===== src/rtl/issue_sched_pkg.sv =====
package issue_sched_pkg;

  typedef enum logic [1:0] {
    ST_FREE   = 2'd0,
    ST_WAIT   = 2'd1,
    ST_READY  = 2'd2,
    ST_ISSUED = 2'd3
  } slot_state_e;

  // number of set bits
  function automatic int unsigned f_popcount(input logic [31:0] v);
    int unsigned n;
    n = 0;
    for (int i = 0; i < 32; i++) n += int'(v[i]);
    return n;
  endfunction

  // isolate the lowest set bit
  function automatic logic [31:0] f_lowest(input logic [31:0] v);
    return v & (~v + 32'd1);
  endfunction

  // first non-busy unit scanning upward from ptr, -1 when all busy
  function automatic int f_rr_pick(input logic [31:0] busy, input int ptr, input int n);
    int res;
    int u;
    res = -1;
    for (int k = n - 1; k >= 0; k--) begin
      u = (ptr + k) % n;
      if (!busy[u]) res = u;
    end
    // lowest k wins: re-scan to honour wrap order
    for (int k = n - 1; k >= 0; k--) begin
      u = (ptr + k) % n;
      if (!busy[u]) res = u;
    end
    return res;
  endfunction

endpackage


===== src/rtl/sched_slot.sv =====
module sched_slot
  import issue_sched_pkg::*;
#(
  parameter int NSRC  = 2,
  parameter int TAG_W = 4,
  parameter int ID_W  = 4,
  parameter int LAT   = 3
) (
  input  logic                  clk,
  input  logic                  rst_n,
  input  logic                  alloc_i,
  input  logic [NSRC*TAG_W-1:0] src_tag_i,
  input  logic [NSRC-1:0]       src_rdy_i,
  input  logic [ID_W-1:0]       id_i,
  input  logic                  bcast_valid_i,
  input  logic [TAG_W-1:0]      bcast_tag_i,
  input  logic                  grant_i,
  output logic                  valid_o,
  output logic                  ready_o,
  output logic                  wb_o,
  output logic [ID_W-1:0]       id_o
);
  localparam int LCW = $clog2(LAT + 1);

  slot_state_e           st_q;
  logic [NSRC-1:0]       rdy_q;
  logic [NSRC*TAG_W-1:0] tag_q;
  logic [ID_W-1:0]       id_q;
  logic [LCW-1:0]        cnt_q;
  logic [NSRC-1:0]       hit_new, hit_old;
  logic [NSRC-1:0]       avail_new, avail_old;

  always_comb begin
    for (int s = 0; s < NSRC; s++) begin
      hit_new[s] = bcast_valid_i && (bcast_tag_i == src_tag_i[s*TAG_W +: TAG_W]);
      hit_old[s] = bcast_valid_i && (bcast_tag_i == tag_q[s*TAG_W +: TAG_W]);
    end
    avail_new = src_rdy_i | hit_new;
    avail_old = rdy_q | hit_old;
  end

  assign valid_o = (st_q != ST_FREE);
  assign ready_o = (st_q == ST_READY);
  assign wb_o    = (st_q == ST_ISSUED) && (cnt_q == LCW'(1));
  assign id_o    = id_q;

  always_ff @(posedge clk) begin
    if (!rst_n) begin
      st_q  <= ST_FREE;
      rdy_q <= '0;
      tag_q <= '0;
      id_q  <= '0;
      cnt_q <= '0;
    end else begin
      unique case (st_q)
        ST_FREE: if (alloc_i) begin
          tag_q <= src_tag_i;
          id_q  <= id_i;
          rdy_q <= avail_new;
          st_q  <= (&avail_new) ? ST_READY : ST_WAIT;
        end
        ST_WAIT: begin
          rdy_q <= avail_old;
          if (&avail_old) st_q <= ST_READY;
        end
        ST_READY: if (grant_i) begin
          st_q  <= ST_ISSUED;
          cnt_q <= LCW'(LAT);
        end
        ST_ISSUED: begin
          if (cnt_q == LCW'(1)) st_q <= ST_FREE;
          else cnt_q <= cnt_q - LCW'(1);
        end
        default: st_q <= ST_FREE;
      endcase
    end
  end

  // the picker only grants a slot in the ready state
  p_grant_ready_r3: assert property (@(posedge clk) disable iff (!rst_n)
    grant_i |-> (st_q == ST_READY));
  // allocation only lands on a free slot
  p_alloc_free_r7: assert property (@(posedge clk) disable iff (!rst_n)
    alloc_i |-> (st_q == ST_FREE));
  // never granted in the allocation cycle
  p_no_same_cycle_r1: assert property (@(posedge clk) disable iff (!rst_n)
    alloc_i |-> !grant_i);
  // a freshly allocated slot is not ready before the next cycle
  p_alloc_then_state_r1: assert property (@(posedge clk) disable iff (!rst_n)
    alloc_i |=> (st_q == ST_WAIT || st_q == ST_READY));

endmodule


===== src/rtl/sched_age_pick.sv =====
module sched_age_pick #(
  parameter int DEPTH = 4
) (
  input  logic             clk,
  input  logic             rst_n,
  input  logic [DEPTH-1:0] valid_i,
  input  logic [DEPTH-1:0] ready_i,
  input  logic [DEPTH-1:0] alloc_i,
  output logic [DEPTH-1:0] pick_o
);
  // older_q[j][i] set: slot j holds an older micro-op than slot i
  logic [DEPTH-1:0] older_q [DEPTH];

  always_ff @(posedge clk) begin
    if (!rst_n) begin
      for (int j = 0; j < DEPTH; j++) older_q[j] <= '0;
    end else begin
      for (int k = 0; k < DEPTH; k++) begin
        if (alloc_i[k]) begin
          for (int j = 0; j < DEPTH; j++) begin
            if (j == k) older_q[k] <= '0;
            else        older_q[j][k] <= valid_i[j];
          end
        end
      end
    end
  end

  always_comb begin
    for (int i = 0; i < DEPTH; i++) begin
      logic blocked;
      blocked = 1'b0;
      for (int j = 0; j < DEPTH; j++)
        if (ready_i[j] && older_q[j][i]) blocked = 1'b1;
      pick_o[i] = ready_i[i] && !blocked;
    end
  end

  // at most one oldest candidate, and one exists whenever something is ready
  p_pick_onehot_r3: assert property (@(posedge clk) disable iff (!rst_n)
    $onehot0(pick_o));
  p_pick_exists_r3: assert property (@(posedge clk) disable iff (!rst_n)
    (|ready_i) |-> (|pick_o));

endmodule


===== src/rtl/sched_unit_rr.sv =====
module sched_unit_rr
  import issue_sched_pkg::*;
#(
  parameter int NUNIT  = 3,
  parameter int UIDX_W = 2
) (
  input  logic              clk,
  input  logic              rst_n,
  input  logic [NUNIT-1:0]  busy_i,
  input  logic              take_i,
  output logic              found_o,
  output logic [UIDX_W-1:0] unit_o
);
  logic [UIDX_W-1:0] ptr_q;
  int                pick;

  always_comb begin
    pick    = f_rr_pick(32'(busy_i), int'(ptr_q), NUNIT);
    found_o = (pick >= 0);
    unit_o  = found_o ? UIDX_W'(pick) : '0;
  end

  always_ff @(posedge clk) begin
    if (!rst_n) ptr_q <= '0;
    else if (take_i && found_o)
      ptr_q <= (unit_o == UIDX_W'(NUNIT - 1)) ? '0 : unit_o + UIDX_W'(1);
  end

  // pointer always names an existing unit
  p_ptr_range_r4: assert property (@(posedge clk) disable iff (!rst_n)
    int'(ptr_q) < NUNIT);
  // a chosen unit is never busy
  p_found_free_r4: assert property (@(posedge clk) disable iff (!rst_n)
    found_o |-> !busy_i[unit_o]);

endmodule


===== src/rtl/sched_stats.sv =====
module sched_stats #(
  parameter int CW    = 3,
  parameter int CNT_W = 16
) (
  input  logic             clk,
  input  logic             rst_n,
  input  logic [CW-1:0]    occ_i,
  input  logic             issued_i,
  output logic [CW-1:0]    occ_max_o,
  output logic [CNT_W-1:0] occ_sum_o,
  output logic [CNT_W-1:0] hist_idle_o,
  output logic [CNT_W-1:0] hist_issue_o
);
  always_ff @(posedge clk) begin
    if (!rst_n) begin
      occ_max_o    <= '0;
      occ_sum_o    <= '0;
      hist_idle_o  <= '0;
      hist_issue_o <= '0;
    end else begin
      if (occ_i > occ_max_o) occ_max_o <= occ_i;
      occ_sum_o <= occ_sum_o + CNT_W'(occ_i);
      if (issued_i) hist_issue_o <= hist_issue_o + CNT_W'(1);
      else          hist_idle_o  <= hist_idle_o + CNT_W'(1);
    end
  end

  // the peak never decreases
  p_max_mono_r8: assert property (@(posedge clk) disable iff (!rst_n)
    !$stable(occ_max_o) |-> (occ_max_o > $past(occ_max_o)));

endmodule


===== src/rtl/issue_sched.sv =====
module issue_sched
  import issue_sched_pkg::*;
#(
  parameter int DEPTH = 4,
  parameter int NSRC  = 2,
  parameter int TAG_W = 4,
  parameter int ID_W  = 4,
  parameter int NUNIT = 3,
  parameter int LAT   = 3,
  parameter int CNT_W = 16,
  localparam int CW     = $clog2(DEPTH + 1),
  localparam int UIDX_W = (NUNIT > 1) ? $clog2(NUNIT) : 1
) (
  input  logic                  clk,
  input  logic                  rst_n,
  input  logic                  disp_valid,
  input  logic [ID_W-1:0]       disp_id,
  input  logic [NSRC*TAG_W-1:0] disp_src_tag,
  input  logic [NSRC-1:0]       disp_src_rdy,
  output logic                  full,
  input  logic                  bcast_valid,
  input  logic [TAG_W-1:0]      bcast_tag,
  input  logic [NUNIT-1:0]      unit_busy,
  output logic                  iss_valid,
  output logic [UIDX_W-1:0]     iss_unit,
  output logic [ID_W-1:0]       iss_id,
  output logic                  wb_valid,
  output logic [ID_W-1:0]       wb_id,
  output logic [CW-1:0]         occ,
  output logic [CW-1:0]         occ_max,
  output logic [CNT_W-1:0]      occ_sum,
  output logic [CNT_W-1:0]      hist_idle,
  output logic [CNT_W-1:0]      hist_issue
);
  logic [DEPTH-1:0] valid_vec, ready_vec, wb_vec, alloc_vec, pick_vec, grant_vec;
  logic [ID_W-1:0]  slot_id [DEPTH];
  logic             unit_found;

  assign full      = &valid_vec;
  assign alloc_vec = (disp_valid && !full) ? DEPTH'(f_lowest(32'(~valid_vec))) : '0;
  assign occ       = CW'(f_popcount(32'(valid_vec)));

  for (genvar g = 0; g < DEPTH; g++) begin : g_slot
    sched_slot #(.NSRC(NSRC), .TAG_W(TAG_W), .ID_W(ID_W), .LAT(LAT)) u_slot (
      .clk          (clk),
      .rst_n        (rst_n),
      .alloc_i      (alloc_vec[g]),
      .src_tag_i    (disp_src_tag),
      .src_rdy_i    (disp_src_rdy),
      .id_i         (disp_id),
      .bcast_valid_i(bcast_valid),
      .bcast_tag_i  (bcast_tag),
      .grant_i      (grant_vec[g]),
      .valid_o      (valid_vec[g]),
      .ready_o      (ready_vec[g]),
      .wb_o         (wb_vec[g]),
      .id_o         (slot_id[g])
    );
  end

  sched_age_pick #(.DEPTH(DEPTH)) u_age (
    .clk    (clk),
    .rst_n  (rst_n),
    .valid_i(valid_vec),
    .ready_i(ready_vec),
    .alloc_i(alloc_vec),
    .pick_o (pick_vec)
  );

  sched_unit_rr #(.NUNIT(NUNIT), .UIDX_W(UIDX_W)) u_rr (
    .clk    (clk),
    .rst_n  (rst_n),
    .busy_i (unit_busy),
    .take_i (iss_valid),
    .found_o(unit_found),
    .unit_o (iss_unit)
  );

  assign grant_vec = unit_found ? pick_vec : '0;
  assign iss_valid = |grant_vec;
  assign wb_valid  = |wb_vec;

  always_comb begin
    iss_id = '0;
    wb_id  = '0;
    for (int i = 0; i < DEPTH; i++) begin
      if (grant_vec[i]) iss_id |= slot_id[i];
      if (wb_vec[i])    wb_id  |= slot_id[i];
    end
  end

  sched_stats #(.CW(CW), .CNT_W(CNT_W)) u_stats (
    .clk         (clk),
    .rst_n       (rst_n),
    .occ_i       (occ),
    .issued_i    (iss_valid),
    .occ_max_o   (occ_max),
    .occ_sum_o   (occ_sum),
    .hist_idle_o (hist_idle),
    .hist_issue_o(hist_issue)
  );

  // one issue per cycle
  p_grant_onehot_r3: assert property (@(posedge clk) disable iff (!rst_n)
    $onehot0(grant_vec));
  // never issue onto a busy pipeline
  p_no_busy_issue_r5: assert property (@(posedge clk) disable iff (!rst_n)
    iss_valid |-> !unit_busy[iss_unit]);
  // no allocation while full
  p_full_blocks_r7: assert property (@(posedge clk) disable iff (!rst_n)
    full |-> (alloc_vec == '0));
  // write-backs never collide
  p_wb_single_r6: assert property (@(posedge clk) disable iff (!rst_n)
    $onehot0(wb_vec));
  // a write-back frees exactly one slot in the next cycle
  p_wb_frees_r6: assert property (@(posedge clk) disable iff (!rst_n)
    (wb_valid && !disp_valid) |=> (occ == $past(occ) - CW'(1)));

endmodule


===== config.mk =====
export PLATFORM = sky130hd
export DESIGN_NAME = issue_sched
export DESIGN_NICKNAME = d
export VERILOG_FILES = /design/src/rtl/issue_sched_pkg.sv /design/src/rtl/sched_slot.sv /design/src/rtl/sched_age_pick.sv /design/src/rtl/sched_unit_rr.sv /design/src/rtl/sched_stats.sv /design/src/rtl/issue_sched.sv
export SDC_FILE = /design/constraint.sdc
export NUM_CORES = 1
export LEC_CHECK = 0
export ABC_AREA = 1
export BUFFER_PORTS_ARGS = -buffer_cell sky130_fd_sc_hd__buf_2
export CORE_MARGIN = 2
export CORE_UTILIZATION = 65
export CTS_CLUSTER_SIZE = 24
export DETAILED_ROUTE_END_ITERATION = 12
export PLACE_DENSITY = 0.89
export SLEW_MARGIN = 20
export SYNTH_ARGS = -nofsm -noshare
export SYNTH_HDL_FRONTEND = slang
export SYNTH_HIERARCHICAL = 1
export SYNTH_SLANG_ARGS = --single-unit

===== constraint.sdc =====
create_clock -name clk -period 5.8 [get_ports clk]
set_input_delay 0.58 -clock clk [delete_from_list [all_inputs] [get_ports clk]]
set_output_delay 0.58 -clock clk [all_outputs]
set_load 0.02 [all_outputs]

---- After elaboration in Yosys (flattened, before gate mapping) ----
Memories as Yosys holds them, arrays and structs flattened.
Index checks and enable logic that the tools add are counted.
operators by class
  add/sub/neg operators ................... 14
  divide/modulo/power cells ............... 3
  magnitude comparators ................... 5
  equality and inequality tests ........... 47
  multiplexer cells ....................... 112
  bitwise gates (word level) .............. 36
  reduce and logical (&&, ||, !) cells .... 81
operator list
  operator               number
  $lt 32x7->1 const B    3
  $mux 32                3
  $mod 32x3->32 const B  2
  $mux 2                 28
  $mux 1                 54
  $mux 4                 11
  $eq 4x4->1             10
  $logic_and 1x1->1      36
  $add 16x1->16 const B  2
  $ge 32x1->1 const B    1
  $mod 3x3->32 const B   1
  $ne 2x2->1 const B     16
  $pmux 2 s2             8
  $pmux 2 s4             4
  $reduce_and 2->1       13
  $or 4x4->4             6
  $reduce_bool 2->1      12
  $or 1x1->1             22
  $reduce_and 4->1       5
  $eq 2x2->1 const B     9
  $add 16x3->16          1
  $eq 2x1->1 const B     8
  $bmux 1 s5             3
  $reduce_and 3->1       4
  17 further kinds       36
word-level totals
  bits in registers ....................... 125
  bits in writable memories ............... 16
  output and inout port bits .............. 67
  logic and storage cells ................. 324
  memories kept ........................... 1
memories
  memory         depth  bits a word  read ports  clocked after Yosys merged registers in  write ports  RTL line              text
  u_age.older_q  4      4            4           0                                        4            sched_age_pick.sv:12  logic [DEPTH-1:0] older_q [DEPTH];

---- Logic depth before layout (Yosys ltp) ----
Gate-level depths: netlist (run 1).
  word-level depth ........................ 17
  gate-level depth with buffers ........... 25
  gate-level depth less buffers ........... 23

---- Modules after synthesis ----
Netlist (run 1), hierarchy kept.
by module, submodules not included
  module          times used  cells each  area each (µm²)
  sched_slot      4           169         1,099.8
  sched_stats     1           388         2,668.8
  sched_age_pick  1           82          600.6
  sched_unit_rr   1           99          574.3
  issue_sched     1           89          434.2

---- Least setup slack after synthesis (run 1) ----
Ideal clock, no wire load.
  path kind ............................... register to register
  start point ............................. register u_rr.ptr_q[1]
  end point ............................... register u_stats.hist_idle_o[10]
  library setup time ...................... 0.113 ns
  arrival ................................. 3.120 ns
  required time ........................... 5.687 ns
  slack ................................... 2.567 ns
  stages on the path, launching flop included .. 24
  clock period less this slack ............ 3.233 ns
  path through ............................ dfxtp_1 -> inv_1 -> ha_1 -> inv_2 -> nand3_2 -> ha_1 -> inv_1 -> nand2_1 -> nand2_4 -> nand3_2 -> nand2_1 -> nand3_4 -> buf_4 -> nand2_1 -> nand4_1 -> buf_6 -> clkinv_4 -> nand3_1 -> inv_1 -> nand3_1 -> nor2_1 -> nand2_1 -> nand2_1 -> nor2_1
between the ends
  cells in the longest elaborated chain, start to end .. 11
  elaborated cells between the ends (all ways) .. 20
  classes of those cells .................. 2 x add/sub; 3 x div; 1 x order compare; 13 x mux; 1 x reduce/logical
ends and longest elaborated chain
  item                                       RTL line                                      text
  from (decl)                                sched_unit_rr.sv:14                           logic [UIDX_W-1:0] ptr_q;
  from (signal assigned)                     sched_unit_rr.sv:26                           ptr_q <= (unit_o == UIDX_W'(NUNIT - 1)) ? '0 : unit_o + UIDX_W'(1);
  $add 2x2->3                                issue_sched_pkg.sv:29, issue_sched_pkg.sv:34
  $mod 32x3->32                              issue_sched_pkg.sv:29, issue_sched_pkg.sv:34
  $bmux 1 s5                                 issue_sched_pkg.sv:30, issue_sched_pkg.sv:35
  $mux 1 (implied by the code) (2 in a row)  issue_sched_pkg.sv:30, issue_sched_pkg.sv:35
  $mux 32 (2 in a row)                       issue_sched_pkg.sv:35                         if (!busy[u]) res = u;
  $mux 32 (*)                                issue_sched_pkg.sv:35
  $ge 32x1->1 (*)                            sched_unit_rr.sv:19                           found_o = (pick >= 0);
  net unit_found                             issue_sched.sv:37                             logic unit_found;
  $mux 4 (*)                                 issue_sched.sv:79                             assign grant_vec = unit_found ? pick_vec : '0;
  $reduce_or 4->1 (*)                        issue_sched.sv:80                             assign iss_valid = |grant_vec;
  net iss_valid                              issue_sched.sv:24                             output logic iss_valid,
  to (signal assigned)                       sched_stats.sv:24                             else hist_idle_o <= hist_idle_o + CNT_W'(1);
  to (decl)                                  sched_stats.sv:11                             output logic [CNT_W-1:0] hist_idle_o,
The timed path passes the listed nets; every way through them passes the cells marked *. The select of a mux whose other input is x is not followed.
A chain may end at the register's enable or synchronous reset.

---- Worst setup path in the final report (run 1) ----
  start point ............................. register u_rr.ptr_q[1]
  end point ............................... output iss_valid
between the ends
  cells in the longest elaborated chain, start to end .. 11
  elaborated cells between the ends (all ways) .. 20
  classes of those cells .................. 2 x add/sub; 3 x div; 1 x order compare; 13 x mux; 1 x reduce/logical
ends and longest elaborated chain
  item                                       RTL line
  $add 2x2->3                                issue_sched_pkg.sv:29, issue_sched_pkg.sv:34
  $mod 32x3->32                              issue_sched_pkg.sv:29, issue_sched_pkg.sv:34
  $bmux 1 s5                                 issue_sched_pkg.sv:30, issue_sched_pkg.sv:35
  $mux 1 (implied by the code) (2 in a row)  issue_sched_pkg.sv:30, issue_sched_pkg.sv:35
  $mux 32 (2 in a row)                       issue_sched_pkg.sv:35
  $mux 32 (*)                                issue_sched_pkg.sv:35
  $ge 32x1->1 (*)                            sched_unit_rr.sv:19
  net unit_found                             issue_sched.sv:37
  $mux 4 (*)                                 issue_sched.sv:79
  $reduce_or 4->1 (*)                        issue_sched.sv:80
  to (decl)                                  issue_sched.sv:24
Marks and branches as above.

==> results of run 1 <==
power groups by stage:
| stage | combinational, mW | clock [mW] | sequential, mW |
|---|---|---|---|
| final | 1.84 | 1.09 | 1.25 |
| after global routing | 2.07 | 1.15 | 1.28 |
| after CTS | 1.83 | 1.10 | 1.25 |
| after detailed placement | 1.80 | 0 | 1.27 |
| after global placement | 1.73 | 0 | 1.26 |
| after floorplan | 1.40 | 0 | 1.27 |
cells in the mapped netlist, drive strengths merged:
master    n  share of area
buf      18          0.015
o21a      1        0.00087
o21ai   113          0.065
xor2     16          0.016
clkbuf    3         0.0013
o211ai    4         0.0035
a21oi    80          0.047
and2      1        0.00072
nor3      9          0.010
o21bai    4         0.0035
a21boi    1         0.0022
and3b     1         0.0010
nor2    211          0.099
ha       41          0.059
nand3b    3         0.0026
nand2   342           0.15
and3      1        0.00072
inv     217          0.094
fa        2         0.0046
or2       4         0.0029
edfxtp    7          0.024
nand3   101          0.069
dfxtp   130           0.30
nand4    16          0.013
nor3b     2         0.0017
clkinv    2         0.0016
bufinv    4         0.0081
registers in the layout, summed over array words and instances (netlist names), 8 cells and up:
name and cells:
g_slot.u_slot/tag_q 32, u_stats/hist_issue_o 16, u_stats/occ_sum_o 16, g_slot.u_slot/rdy_q 8, u_age/older_q 12, u_stats/hist_idle_o 16
g_slot.u_slot/cnt_q 8, g_slot.u_slot/st_q 8, g_slot.u_slot/id_o 16
worst max path at each step:
stage	cells after the start	to	from	slack, ps
5_1_grt	14	iss_valid	u_rr/ptr_q[1]	1220
2_1_floorplan	23	u_stats/hist_idle_o[10]	u_rr/ptr_q[1]	2570
4_1_cts	14	iss_valid	u_rr/ptr_q[1]	1490
3_3_place_gp	14	iss_valid	u_rr/ptr_q[1]	2110
6_report	14	iss_valid	u_rr/ptr_q[1]	1500
3_5_place_dp	14	iss_valid	u_rr/ptr_q[1]	1950
final cells by class:
class                      instances  area [µm²]  share of cell area
clock buffer                      18         450              0.0459
inverter                         223         898              0.0915
multi-input combinational        953        4820               0.491
sequential                       137        2810               0.287
timing repair buffer              92         465              0.0474
clock inverter                    14         146              0.0149
tap                              176         220              0.0224
cell families (layout without fill, tap and decap cells):
| group | Yosys count | in the layout | share of synthesized area |
|---|---|---|---|
| AO/OA/AOI/OAI | 203 | 203 | 0.122 |
| buffers and inverters | 244 | 347 | 0.120 |
| flip-flops | 137 | 137 | 0.324 |
| adder cells (fa/ha/maj) | 43 | 43 | 0.0637 |
| XOR/XNOR | 16 | 16 | 0.0161 |
| AND/OR/NAND/NOR | 691 | 691 | 0.354 |
placed cells by master (no fill, tap or decap), types with 18 or more instances in the layout:
master                      count
sky130_fd_sc_hd__nand3_1       92
sky130_fd_sc_hd__clkbuf_16     18
sky130_fd_sc_hd__dfxtp_1      130
sky130_fd_sc_hd__a21oi_1       79
sky130_fd_sc_hd__nand2_1      325
sky130_fd_sc_hd__ha_1          41
sky130_fd_sc_hd__buf_2         90
sky130_fd_sc_hd__inv_2         19
sky130_fd_sc_hd__o21ai_0       85
sky130_fd_sc_hd__nor2_1       197
sky130_fd_sc_hd__inv_1        198
sky130_fd_sc_hd__o21ai_1       28
stage by stage:
step | total power [mW] | util
floorplan | 2.68 | -
global placement | 2.99 | 0.702
finish | 4.19 | 0.747
CTS | 4.18 | 0.747
detailed placement | 3.07 | 0.702
global route | 4.49 | 0.747
critical path: stages (launching register included):
cell	delay [ps]
sky130_fd_sc_hd__dfxtp_1	470
sky130_fd_sc_hd__inv_1	130
sky130_fd_sc_hd__ha_1	390
sky130_fd_sc_hd__inv_2	100
sky130_fd_sc_hd__nand3_2	80
sky130_fd_sc_hd__ha_1	300
sky130_fd_sc_hd__inv_1	50
sky130_fd_sc_hd__nand2_1	80
sky130_fd_sc_hd__nand2_4	90
sky130_fd_sc_hd__nand3_2	90
sky130_fd_sc_hd__nand2_1	120
sky130_fd_sc_hd__nand3_4	240
sky130_fd_sc_hd__nand2_1	160
sky130_fd_sc_hd__nand4_1	590
sky130_fd_sc_hd__buf_2	400
routing by layer:
layer	global-route usage	vias to the layer above	wire [µm]
li1	-	4371	-
met1	0.372	3933	8780
met2	0.535	347	10500
met3	0.0699	63	1640
met4	0.129	0	600
met5	0	-	0
==> metrics.yaml, run 1 <==
run_status: "complete, no violations"
fillers: 1018
fp.dieArea_um2: 14300
finish.instance_area_um2: 9820
path_clk_slew_ps: 60
power.share.switching: 0.422
max_cap_viol_count: 0
gp_congestion: 0.926
setup_ws_ps: 1500
hold_path.startpoint: "disp_id[1]"
post_cts_hold_buffer_count: 0
number_of_remaining_drc_errors: 0
r2r_end: "u_stats/hist_idle_o[15]"
clockPowerShare: 0.261
drt-vias-per-instance: 5.40
synth.distinct_cells: 41
placement.io_buffers: 91
worst-r2r-setup-slack_ps: 1940
grt_use_total: 0.310
htreeDepth: 4
clk_root_buffer_cell: "sky130_fd_sc_hd__clkbuf_16"
num_vias: 8714
instances_no_fill: 1613
io-pin-count: 92
timing.critical_path.required_ps: 5220
rr_worst_depth: 20
die-width_um: 120
die_height_um: 120
grt_setup_unrepaired: "false"
setup.worst_path.end_class: "primary output"
worst_hold_slack_ps: 447
drv_slew: 0
synth_area_per_cell_um2: 6.50
place_ws_ps: 1950
max_freq_mhz: 232
synth.yosys.warnings: 6
drive_above_1_share: 0.136
leakagePower_nw: 4.82
vdd_drop_max_mv: 0.443
vias_in_the_first_global_route: 8289
combPwrFrac: 0.440
synth_fp_nets: 1402
ys_seq_area_frac: 0.324
finalHoldViolations: 0
dp_hpwl_um: 15100
postPlaceCellArea_um2: 9220
clk_latency_ps: 430
critPathArrivalTime_ps: 3720
drtAntennaViolNets: 0
post-place-cells: 1581
timing.slew.headroom: 0.468
critical_path.reg2reg.startpoint: "u_rr/ptr_q[1]"
cts.path.max_buffers: 2
initial_utilization: 0.660
timing.hold.worst_path_depth: 3
grt_max_degree: 87
synth.cell_area_um2: 8680
power.net_switching_mw: 1.77
hold_class: "in -> reg"
cts_post_setup_buffers_inserted: 0
wl_per_cell_um: 13.4
grt_pass1_wl_um: 36400
seq_power_share: 0.300
cp_class: "reg -> out"
worst_margin_slew_ps: 798
grt_remaining_overflow: 0
total_clock_buffers_created_by_cts: 17
timing.final.crit_period_ps: 4300
power_density_nw_per_um2: 426
synthToLayoutAreaGrowth_pct: 13.1
worstHoldEndpoint: "g_slot[0].u_slot/id_o[1]"
fin_skew_ps: 9.08
setup_tns_ps: 0
floorplan.rows: 42
cts.sinks: 137
fin_crit_sh: 0.742
finalSetupViolations: 0
drt-pass1-iter-count: 5
detailedRoute.firstIterationViolations: 704
critPathLaunchType: "flop"
postCtsResizedCells: 0
cts_tree: "done"
netlist_instances: 1334
antennaDiodeCount: 0
detail_route.wirelength_um: 21500
synth.ff_latch_count: 137
core_area_um2: 13100
antenna_violations_before_repair: 0
final_nets: 1492
internal-power_mw: 2.42
crit_path_max_fanout: 22
No activity file was read; power rests on OpenSTA's default activity.
==> run 2, diff against run 1 <==
Settings changed: ABC_AREA 1 to 0, CORE_UTILIZATION 65 to 59, PLACE_DENSITY 0.89 to 0.83.
Clock period 5.8 ns to 4.5 ns, I/O delays scaled along.
==> metrics.yaml, run 2 <==
largest-register: "g_slot.u_slot/tag_q"
worst_margin_slew_ps: 907
layout.cells.most_common: "sky130_fd_sc_hd__nand2_1"
timing.hold.worst_path_depth: 3
vdd_drop_max_mv: 0.308
cts.path.max_buffers: 2
die-width_um: 120
cts.sinks: 137
setup_ws_ps: 141
max_freq_mhz: 229
yosys.cell_count.top_type: "sky130_fd_sc_hd__nand2_1"
async_flop_share: 0
htreeDepth: 4
timing.critical_path.required_ps: 4050
grt_remaining_overflow: 0
post-synth-top-area-cell: "sky130_fd_sc_hd__dfxtp_1"
drv_slew: 0
setup_tns_ps: 0
drt-pass1-iter-count: 5
placement.io_buffers: 91
dp_hpwl_um: 13100
antenna_violations_before_repair: 0
synth.distinct_cells: 69
num_vias: 7126
antennaDiodeCount: 0
grt_use_total: 0.275
drtAntennaViolNets: 0
finalSetupViolations: 0
finalHoldViolations: 0
synth.yosys.warnings: 6
initial_utilization: 0.600
crit_path_max_fanout: 8
total_clock_buffers_created_by_cts: 17
worst_hold_slack_ps: 319
io-pin-count: 92
yosys_most_used_dff: "sky130_fd_sc_hd__dfxtp_1"
timing.final.crit_period_ps: 4360
grt_setup_unrepaired: "false"
critPathLaunchType: "flop"
final_cell_mix: "sky130_fd_sc_hd__nand2_1, sky130_fd_sc_hd__dfxtp_1, sky130_fd_sc_hd__buf_2"
fin_crit_sh: 0.969
core_area_um2: 13200
detail_route.wirelength_um: 19500
floorplan.rows: 42
finish.instance_area_um2: 9080
worstHoldEndpoint: "g_slot[3].u_slot/id_o[0]"
run_status: "complete, no violations"
power_density_nw_per_um2: 511
setup.worst_path.end_class: "primary output"
grt_max_degree: 47
die_height_um: 120
detailedRoute.firstIterationViolations: 725
fin_skew_ps: 4.70
wl_per_cell_um: 16.0
synth.ff_latch_count: 137
synth.cell_area_um2: 7910
drt-vias-per-instance: 5.88
fp.dieArea_um2: 14300
netlist_instances: 938
hold_class: "in -> reg"
max_cap_viol_count: 0
leakagePower_nw: 3.68
clk_root_buffer_cell: "sky130_fd_sc_hd__clkbuf_16"
synth_edf_count: 7
hold_path.startpoint: "disp_id[0]"
r2r_end: "u_stats/hist_idle_o[15]"
synth_area_per_cell_um2: 8.43
vias_in_the_first_global_route: 6652
cts_tree: "done"
path_clk_slew_ps: 50
clk_latency_ps: 410
rr_worst_depth: 17
yosys-top-cells-count: "sky130_fd_sc_hd__nand2_1, sky130_fd_sc_hd__dfxtp_1, sky130_fd_sc_hd__a21oi_1"
synth_fp_nets: 1006
gp_congestion: 0.863
drive_above_1_share: 0.160
grt_pass1_wl_um: 32100
worst-r2r-setup-slack_ps: 200
critPathArrivalTime_ps: 3910
final_nets: 1092
post_cts_hold_buffer_count: 0
ys_seq_area_frac: 0.356
critical_path.reg2reg.startpoint: "u_rr/ptr_q[1]"
timing.slew.headroom: 0.395
ys_top_cells_by_area: "sky130_fd_sc_hd__dfxtp_1, sky130_fd_sc_hd__nand2_1, sky130_fd_sc_hd__ha_1"
number_of_remaining_drc_errors: 0
place_ws_ps: -89.7
largest_reg_flops: 32
postPlaceCellArea_um2: 8480
cp_class: "reg -> out"
synth_largest_type_area_fraction: 0.329
synthToLayoutAreaGrowth_pct: 14.8
==> run 2: cell types whose count changed after synthesis, sizes merged, moves of 16 or more <==
| cell | delta |
|---|---|
| nor2 | -144 |
| a22oi | +20 |
| mux2i | +17 |
| xnor2 | +45 |
| nand3 | -78 |
| and2 | +16 |
| nand2 | -203 |
| xor2 | +33 |
| inv | -169 |
| o21ai | -78 |
| clkbuf | +25 |
==> run 2: area by class of cell <==
class                           instances  area [µm²]
Clock inverter                          2        10.0
Fill cell                            1043        4110
Clock buffer                           29         531
Multi-Input combinational cell        715        4780
Sequential cell                       137        2810
Tap cell                              176         220
Timing Repair Buffer                  100         523
Inverter                               53         204
==> run 2: logic make-up after synthesis <==
group,after synthesis,share of synthesized area
AOI/OAI and AO/OA,206,0.183
DFF,137,0.356
muxes,21,0.0272
xor gates and xnor gates,94,0.104
adders and majority gates,43,0.0699
and+or+nand+nor,351,0.216
buffers and inverters,86,0.0440
==> run 2: critical path, cell delays in order (launching register included) <==
cell,delay (ps)
sky130_fd_sc_hd__dfxtp_1,310
sky130_fd_sc_hd__inv_2,90
sky130_fd_sc_hd__ha_2,180
sky130_fd_sc_hd__inv_1,70
sky130_fd_sc_hd__or3_1,400
sky130_fd_sc_hd__ha_1,300
sky130_fd_sc_hd__nor2b_1,150
sky130_fd_sc_hd__mux2i_2,130
sky130_fd_sc_hd__a211o_4,320
sky130_fd_sc_hd__o21bai_4,200
sky130_fd_sc_hd__a21oi_2,180
sky130_fd_sc_hd__inv_2,100
sky130_fd_sc_hd__and2_1,160
sky130_fd_sc_hd__or4_4,550
sky130_fd_sc_hd__buf_4,190
sky130_fd_sc_hd__buf_2,160
==> run 2: stage by stage <==
stage	power, mW	std cells	utilization
CTS	4.63	1211	0.686
finish	4.64	1212	0.688
floorplan	2.90	938	-
global route	4.92	1212	0.688
detailed placement	3.32	1178	0.643
global placement	3.27	1178	0.643
==> run 2: per-layer routing <==
layer	vias up	GRT usage	share of wire
li1	3465	-	-
met1	3359	0.361	0.43
met2	283	0.464	0.49
met3	19	0.0509	0.065
met4	0	0.0765	0.010
met5	-	0	0
==> run 2: how the worst max path moves through the flow <==
stage	from	end	slack [ps]	cells after the start
after detailed placement	u_rr/ptr_q[0]	u_stats/hist_idle_o[15]	-90	16
after global placement	u_rr/ptr_q[0]	u_stats/hist_idle_o[15]	50	16
after global routing	u_rr/ptr_q[1]	iss_valid	10	15
after CTS	u_rr/ptr_q[0]	iss_valid	60	14
after floorplan	u_rr/ptr_q[1]	u_stats/hist_idle_o[12]	70	18
final	u_rr/ptr_q[1]	iss_valid	140	15
==> run 2: timing repair <==
item                       in CTS  in global routing
setup endpoints to repair       5                  5
gates cloned                    0                  0
pin swaps                       2                  1
hold endpoints to repair        0                  0
resized for setup               4                  5
buffers inserted                2                  1
==> run 2: where the power goes <==
group / internal (mW) / switching, mW / total [mW]
registers: 1.41 / 0.121 / 1.53
clock network: 0.788 / 0.483 / 1.27
logic: 0.746 / 1.09 / 1.84
total: 2.94 / 1.70 / 4.64
